### src/rtl/iox_pkg.sv
package iox_pkg;

    localparam int ADDR_W = 8;
    localparam int DATA_W = 8;

    typedef logic [ADDR_W-1:0] addr_t;
    typedef logic [DATA_W-1:0] data_t;

    // fixed port map
    localparam addr_t PORT_RTS    = 8'hF8;
    localparam addr_t PORT_TX     = 8'hF9;
    localparam addr_t PORT_CTL    = 8'hFA;   // write: control, read: status
    localparam addr_t PORT_KBD    = 8'hFC;
    localparam addr_t PORT_SENSE  = 8'hFF;

    // control group field
    localparam int CTRL_LSB = 3;
    localparam int CTRL_W   = DATA_W - CTRL_LSB;
    localparam int RTS_BIT  = 4;

    // status byte bit positions
    localparam int STAT_KBD_BIT  = 0;
    localparam int STAT_PDEV_BIT = 2;

    typedef logic [CTRL_W-1:0] ctrl_t;

    typedef struct packed {
        logic wr_rts;
        logic wr_tx;
        logic wr_ctl;
        logic rd_kbd;
        logic rd_status;
        logic rd_sense;
    } port_hit_t;

    function automatic data_t build_status(input logic kbd_flag, input logic pdev_n);
        data_t s;
        s = '1;
        s[STAT_KBD_BIT]  = ~kbd_flag;
        s[STAT_PDEV_BIT] = pdev_n;
        return s;
    endfunction

endpackage

### src/rtl/iox_port_decode.sv
module iox_port_decode
    import iox_pkg::*;
(
    input  addr_t     addr,
    input  logic      rd,
    input  logic      wr,
    output port_hit_t hits
);

    always_comb begin
        hits           = '0;
        hits.wr_rts    = wr && (addr == PORT_RTS);
        hits.wr_tx     = wr && (addr == PORT_TX);
        hits.wr_ctl    = wr && (addr == PORT_CTL);
        hits.rd_kbd    = rd && (addr == PORT_KBD);
        hits.rd_status = rd && (addr == PORT_CTL);
        hits.rd_sense  = rd && (addr == PORT_SENSE);
    end

endmodule

### src/rtl/iox_hold_reg.sv
module iox_hold_reg #(
    parameter int W = 1
) (
    input  logic         clk,
    input  logic         rst,
    input  logic         load,
    input  logic [W-1:0] d,
    output logic [W-1:0] q
);

    always_ff @(posedge clk) begin
        if (rst)       q <= '0;
        else if (load) q <= d;
    end

    AST_HOLD_STABLE: assert property (@(posedge clk) disable iff (rst)
        !load |=> $stable(q));

endmodule

### src/rtl/iox_kbd_capture.sv
module iox_kbd_capture #(
    parameter int SYNC_STAGES = 2
) (
    input  logic clk,
    input  logic rst,
    input  logic kbd_n,
    input  logic clr,
    output logic flag
);

    localparam int SN = (SYNC_STAGES < 2) ? 2 : SYNC_STAGES;

    logic [SN-1:0] sync_q;
    logic          last_q;
    logic          fall;

    always_ff @(posedge clk) begin
        if (rst) begin
            sync_q <= '1;
            last_q <= 1'b1;
        end else begin
            sync_q <= {sync_q[SN-2:0], kbd_n};
            last_q <= sync_q[SN-1];
        end
    end

    assign fall = last_q && !sync_q[SN-1];

    always_ff @(posedge clk) begin
        if (rst)       flag <= 1'b0;
        else if (fall) flag <= 1'b1;
        else if (clr)  flag <= 1'b0;
    end

    AST_KBD_SET:    assert property (@(posedge clk) disable iff (rst)
        fall |=> flag);
    AST_KBD_CLEAR:  assert property (@(posedge clk) disable iff (rst)
        (clr && !fall) |=> !flag);
    AST_KBD_STICKY: assert property (@(posedge clk) disable iff (rst)
        (flag && !clr) |=> flag);

endmodule

### src/rtl/iox_tx_strobe.sv
module iox_tx_strobe
    import iox_pkg::*;
(
    input  logic  clk,
    input  logic  rst,
    input  logic  hit,
    input  data_t wdata,
    output logic  load,
    output data_t data
);

    logic  hit_q;
    logic  first;

    assign first = hit && !hit_q;

    always_ff @(posedge clk) begin
        if (rst) begin
            hit_q <= 1'b0;
            load  <= 1'b0;
            data  <= '0;
        end else begin
            hit_q <= hit;
            load  <= first;
            if (first) data <= wdata;
        end
    end

    AST_TX_SINGLE: assert property (@(posedge clk) disable iff (rst)
        load |=> !load);
    AST_TX_CAUSE:  assert property (@(posedge clk) disable iff (rst)
        load |-> $past(hit));

endmodule

### src/rtl/iox_port_block.sv
module iox_port_block
    import iox_pkg::*;
#(
    parameter int SYNC_STAGES = 2
) (
    input  logic       clk,
    input  logic       poc,
    input  logic [7:0] io_addr,
    input  logic [7:0] io_wdata,
    input  logic       io_rd,
    input  logic       io_wr,
    output logic [7:0] io_rdata,
    input  logic [7:0] sense_sw_n,
    input  logic       kbd_rdy_n,
    input  logic       pdev_rdy_n,
    output logic [4:0] ctrl_out,
    output logic       par_in_en,
    output logic       par_dev_sel,
    output logic       rts,
    output logic       tx_load,
    output logic [7:0] tx_data
);

    port_hit_t hits;
    ctrl_t     ctrl_q;
    logic      kbd_flag;

    iox_port_decode u_dec (
        .addr (io_addr),
        .rd   (io_rd),
        .wr   (io_wr),
        .hits (hits)
    );

    iox_hold_reg #(.W(CTRL_W)) u_ctrl (
        .clk  (clk),
        .rst  (poc),
        .load (hits.wr_ctl),
        .d    (io_wdata[DATA_W-1:CTRL_LSB]),
        .q    (ctrl_q)
    );

    iox_hold_reg #(.W(1)) u_rts (
        .clk  (clk),
        .rst  (poc),
        .load (hits.wr_rts),
        .d    (io_wdata[RTS_BIT]),
        .q    (rts)
    );

    iox_kbd_capture #(.SYNC_STAGES(SYNC_STAGES)) u_kbd (
        .clk   (clk),
        .rst   (poc),
        .kbd_n (kbd_rdy_n),
        .clr   (hits.rd_kbd),
        .flag  (kbd_flag)
    );

    iox_tx_strobe u_tx (
        .clk   (clk),
        .rst   (poc),
        .hit   (hits.wr_tx),
        .wdata (io_wdata),
        .load  (tx_load),
        .data  (tx_data)
    );

    assign ctrl_out    = ctrl_q;
    assign par_in_en   = ctrl_q[0];
    assign par_dev_sel = ctrl_q[1];

    always_comb begin
        io_rdata = '1;
        if (hits.rd_sense)       io_rdata = sense_sw_n;
        else if (hits.rd_status) io_rdata = build_status(kbd_flag, pdev_rdy_n);
    end

    AST_RDATA_IDLE: assert property (@(posedge clk)
        !io_rd |-> (io_rdata == 8'hFF));
    AST_RTS_HOLD:   assert property (@(posedge clk) disable iff (poc)
        !(io_wr && io_addr == PORT_RTS) |=> $stable(rts));
    AST_CTRL_LOAD:  assert property (@(posedge clk) disable iff (poc)
        (io_wr && io_addr == PORT_CTL) |=> (ctrl_out == $past(io_wdata[7:3])));
    AST_POC_CLEAR:  assert property (@(posedge clk)
        poc |=> (ctrl_out == '0 && !rts && !tx_load));

endmodule

### config.mk
export PLATFORM = sky130hd
export DESIGN_NAME = iox_port_block
export DESIGN_NICKNAME = d
export VERILOG_FILES = /design/src/rtl/iox_pkg.sv /design/src/rtl/iox_port_decode.sv /design/src/rtl/iox_hold_reg.sv /design/src/rtl/iox_kbd_capture.sv /design/src/rtl/iox_tx_strobe.sv /design/src/rtl/iox_port_block.sv
export SDC_FILE = /design/constraint.sdc
export NUM_CORES = 1
export LEC_CHECK = 0
export BUFFER_PORTS_ARGS = -buffer_cell sky130_fd_sc_hd__buf_4
export CORE_MARGIN = 10
export CORE_UTILIZATION = 40
export DETAILED_ROUTE_END_ITERATION = 16
export GPL_TIMING_DRIVEN = 1
export PLACE_DENSITY = 0.74
export SLEW_MARGIN = 20
export SYNTH_ARGS = -nofsm -noshare
export SYNTH_HDL_FRONTEND = slang
export SYNTH_SLANG_ARGS = --single-unit
### constraint.sdc
create_clock -name clk -period 3.1 [get_ports clk]
set_input_delay 0 -clock clk [delete_from_list [all_inputs] [get_ports clk]]
set_output_delay 0 -clock clk [all_outputs]
set_load 0.02 [all_outputs]
* Yosys cells after proc, flatten, opt, wreduce, memory -nomap -nowiden
Index checks and enable logic that the tools add are counted.
** Operators by class
- $add $sub $neg :: 0
- $mul :: 0
- Div/mod/pow operators :: 0
- $lt $le $gt $ge :: 0
- Eq/ne operators :: 5
- Shift-type cells :: 0
- Mux-type cells :: 4
- Bitwise operators :: 1
- Reductions and logical operators :: 11
** Operators with widths (number)
- $eq A8 B8 Y1 const B :: 5
- $logic_and A1 B1 Y1 :: 8
- $mux W8 :: 1
- $mux W3 :: 1
- $logic_not A1 Y1 :: 2
- $mux W1 :: 2
- $reduce_bool A2 Y1 :: 1
- $not A1 Y1 :: 1
** Storage, ports and cells
- Flip-flop bits (word level) :: 20
- Latch bits :: 0
- Bits in writable memories :: 0
- Bits in read-only memories :: 0
- Input port bits :: 30
- Output and inout port bits :: 25
- Word-level logic and storage cells :: 29
- Memories :: 0

* Depth between registers and ports, before layout
- Depth in word-level cells :: 4
- Depth in mapped cells :: 6
- Mapped depth without buffers :: 3

* Hierarchy
From an unflattened synthesis, not the netlist that was laid out.
** Unflattened totals
- Cell total of the unflattened synthesis :: 92
- Area total of the unflattened synthesis :: 932.1 µm²
** Modules (own cells, without submodules)
- iox_tx_strobe :: instances 1, cells each 38, area an instance 409.1 µm², seq. area each 200.2 µm²
- iox_hold_reg at u_ctrl :: instances 1, cells each 16, area an instance 180.2 µm², seq. area each 100.1 µm²
- iox_kbd_capture :: instances 1, cells each 10, area an instance 127.6 µm², seq. area each 80.1 µm²
- iox_port_decode :: instances 1, cells each 12, area an instance 93.8 µm², seq. area each 0.0 µm²
- iox_port_block :: instances 1, cells each 13, area an instance 87.6 µm², seq. area each 0.0 µm²
- iox_hold_reg at u_rts :: instances 1, cells each 3, area an instance 33.8 µm², seq. area each 20.0 µm²

* Worst setup path after synthesis
Ideal clock, no wire load.
- Kind :: reg-to-reg
- From :: register u_tx.hit_q
- To :: register u_tx.data[0]
- Library setup time :: 0.116 ns
- Data arrival time :: 1.204 ns
- Setup slack :: 1.780 ns
- Cell stages (with the launch flop) :: 6
- Path buffers :: 2
- Cell sequence :: dfxtp_1 > nand2b_4 > buf_6 > or3_4 > buf_6 > a31o_1
** On the way
- Cells in the longest elaborated chain, start to end :: 2
** Ends and longest elaborated chain
- start, declared :: line iox_tx_strobe.sv:12 : logic hit_q;
- start signal, assigned :: line iox_tx_strobe.sv:23 : hit_q <= hit;
- $logic_not A1 Y1 :: line iox_tx_strobe.sv:15 : assign first = hit && !hit_q;
- $logic_and A1 B1 Y1 :: line iox_tx_strobe.sv:15
- end signal, assigned :: line iox_tx_strobe.sv:25 : if (first) data <= wdata;
- end, declared :: line iox_tx_strobe.sv:9 : output data_t data
Every way passes these cells.
A chain may end at the register's enable or synchronous reset.

* Worst setup path after layout
- From :: register u_tx.hit_q
- To :: register u_tx.data[2]
The elaborated chain is that of the path after synthesis.

==> flow_summary.toml <==
[floorplanning]
coreArea_mm2 = 0.00225
dieWidth_um = 69.0
io_pins = 55
placementRows = 17
die_h_um = 69.0
die_area_mm2 = 0.00477
initial_core_util = 0.427

[sta]
hold_viol = 0
worst_slew_pin_slew_ps = 446
max-slew-margin-rel = 0.702
fin_crit_sh = 0.399
rsz0062_at_grt = "false"
slew_viol_final = 0
period_minus_slack_ps = 1240
fin_setup_tns_ps = 0
fin_skew_ps = 11.4
finalSetupViolCount = 0
max_freq_mhz = 808

[clock_tree]
postCtsSetupBuffers = 0
ctsResizeCount = 0
numClockSinks = 20
clk_latency_ps = 310
ctsHoldBuffers = 4
clockBufferDepth = 2
cts-root-buf = "clkbuf_4"
numCtsBuffers = 3
clkTransAtPathRegs_ps = 110
cts_tree = "yes"
cts_htree_levels = 1

[logic_synthesis]
synth-seq-cells = 20
synth_top_area_cell = "dfxtp_1"
syn_area_um2 = 962
synth_warnings = 0
synth-edff-count = 0
asyncSetResetFlopFracSynth = 0
yosysSeqAreaShare = 0.416
synth_fp_nets = 131
synth_top_area_frac = 0.416
synth_commonest_cells = "dfxtp_1 (20), a31o_1 (8), nand2b_1 (8), nor4_1 (8), or2_2 (8)"
syn_area_per_cell_um2 = 9.53
yosysMostFrequentCell = "dfxtp_1"
ys.flop_type = "dfxtp_1"
yosys-top-cells-area = "dfxtp_1 (42%), a31o_1 (7.3%), mux2i_1 (6.2%), nand2b_1 (5.2%), nor4_1 (5.2%)"
postSynthCellCount = 101
synth_cell_types = 27

[status]
status = "finished clean"

[layout]
syn2layout_area_growth_pct = 48.2
final_core_util = 0.633
layout-drive-gt1-share = 0.464
antennaDiodeCount = 0
fin_nets = 184

[routing]
drtIter0Drc = 53
wl_per_cell_um = 15.3
drt_first_pass_iters = 4
ant_nets = 0
vias = 935
drc_errors = 0
routed_wirelength_um = 2780
viasPerCell = 5.17

[global_route]
grt_max_degree = 16
overflow = 0
grt_pass1_vias = 959
antenna_found_initial = 0
grt_usage = 0.109
grt_pass1_wl_um = 4520

[power]
leakage_nw = 0.596
max-vdd-ir-drop_mv = 0.291
power.density_mw_per_mm2 = 372

[flow_run]
max-cap-violations = 0

[critical_path]
start_kind = "register"
end_kind = "register"
critPathRequiredTime_ps = 3300
critPathKind = "register to register"
crit_fanout = 10
arrival_ps = 1440

[placed_design]
place_congestion = 0.828
dp_hpwl_um = 2210
io_buffers = 54

[hold_path]
min_path_type = "input pin to register"
==> registers in the layout, indices dropped and copies added, names as in the netlist <==
name / cells
u_kbd.last_q: 1
u_kbd.sync_q: 2
u_tx.load: 1
u_rts.q: 1
u_kbd.flag: 1
u_ctrl.q: 5
u_tx.data: 8
u_tx.hit_q: 1
==> through the flow <==
step | power (mW) | hold slack [ps] | std cells | setup slack, ps | instance area, µm²
global placement | 0.320 | 185 | 173 | 1700 | 1330
global route | 0.553 | 26.1 | 181 | 1830 | 1430
finish | 0.530 | 12.5 | 181 | 1860 | 1430
floorplan | 0.290 | 104 | 101 | 1780 | 962
CTS | 0.535 | 12.8 | 181 | 1860 | 1430
detailed placement | 0.322 | 186 | 173 | 1650 | 1330
==> cell usage in the layout (no fill, tap or decap), drive strengths merged <==
cell type    synthesis  final
inv                  2      2
mux2i                6      6
nand4                3      3
nand2                7      7
nand2b               9      9
bufinv               0      1
a31o                 8      8
nor3b                3      3
buf                  6     54
nor3                 3      3
dlygate4sd3          0      4
nor4                 8      8
and3                 2      2
and4                 2      2
and4bb               1      1
clkbuf               4      3
nor2                 3      3
dfxtp               20     20
nand4bb              1      1
or2                  9      9
o21ai                2      2
a32o                 1      1
or3                  1      1
==> cell families (layout without fill, tap and decap cells) <==
| kind of cell | Yosys count | count (layout) | synth area share |
|---|---|---|---|
| AOI/OAI and AO/OA | 11 | 11 | 0.0936 |
| buffers and inverters | 12 | 64 | 0.0793 |
| DFF | 20 | 20 | 0.416 |
| muxes | 6 | 6 | 0.0624 |
| and+or+nand+nor | 52 | 52 | 0.349 |
==> layout make-up <==
class / instances / area (µm²)
sequential: 20 / 400
tap: 28 / 35.0
multi-input combinational: 69 / 485
clock buffer: 3 / 22.5
fill: 210 / 828
inverter: 2 / 7.51
timing repair buffer: 58 / 445
clock inverter: 1 / 30.0
==> critical path, cell delays in order, from the launching register on <==
cell and delay, ps:
dfxtp_1 310, nand2b_4 170, or3_4 420, a31o_1 230
==> path summary, 6_finish.rpt <==
check	start	end	slack, ps	depth (start not counted)
max reg2reg	u_tx.hit_q	u_tx.data[2]	1860	3
min	io_wdata[4]	u_ctrl.q[1]	10	3
min reg2reg	u_kbd.sync_q[0]	u_kbd.sync_q[1]	420	1
max	u_tx.hit_q	u_tx.data[2]	1860	3
==> power by group <==
part           switching [mW]  leakage [nW]  internal (mW)  total [mW]
Clock                  0.0789        0.0279          0.131       0.210
Sequential           0.000709         0.162          0.259       0.260
Combinational          0.0248         0.406         0.0354      0.0602
Total                   0.104         0.596          0.426       0.530
==> routing by layer <==
metal / vias up / share of wire / GRT usage
met5: - / 0 / 0
met1: 422 / 0.47 / 0.135
met3: 4 / 0.089 / 0.0428
met2: 46 / 0.43 / 0.166
met4: 0 / 0.010 / 0.0399
li1: 463 / - / -
Power figures use the tool's default switching activity.
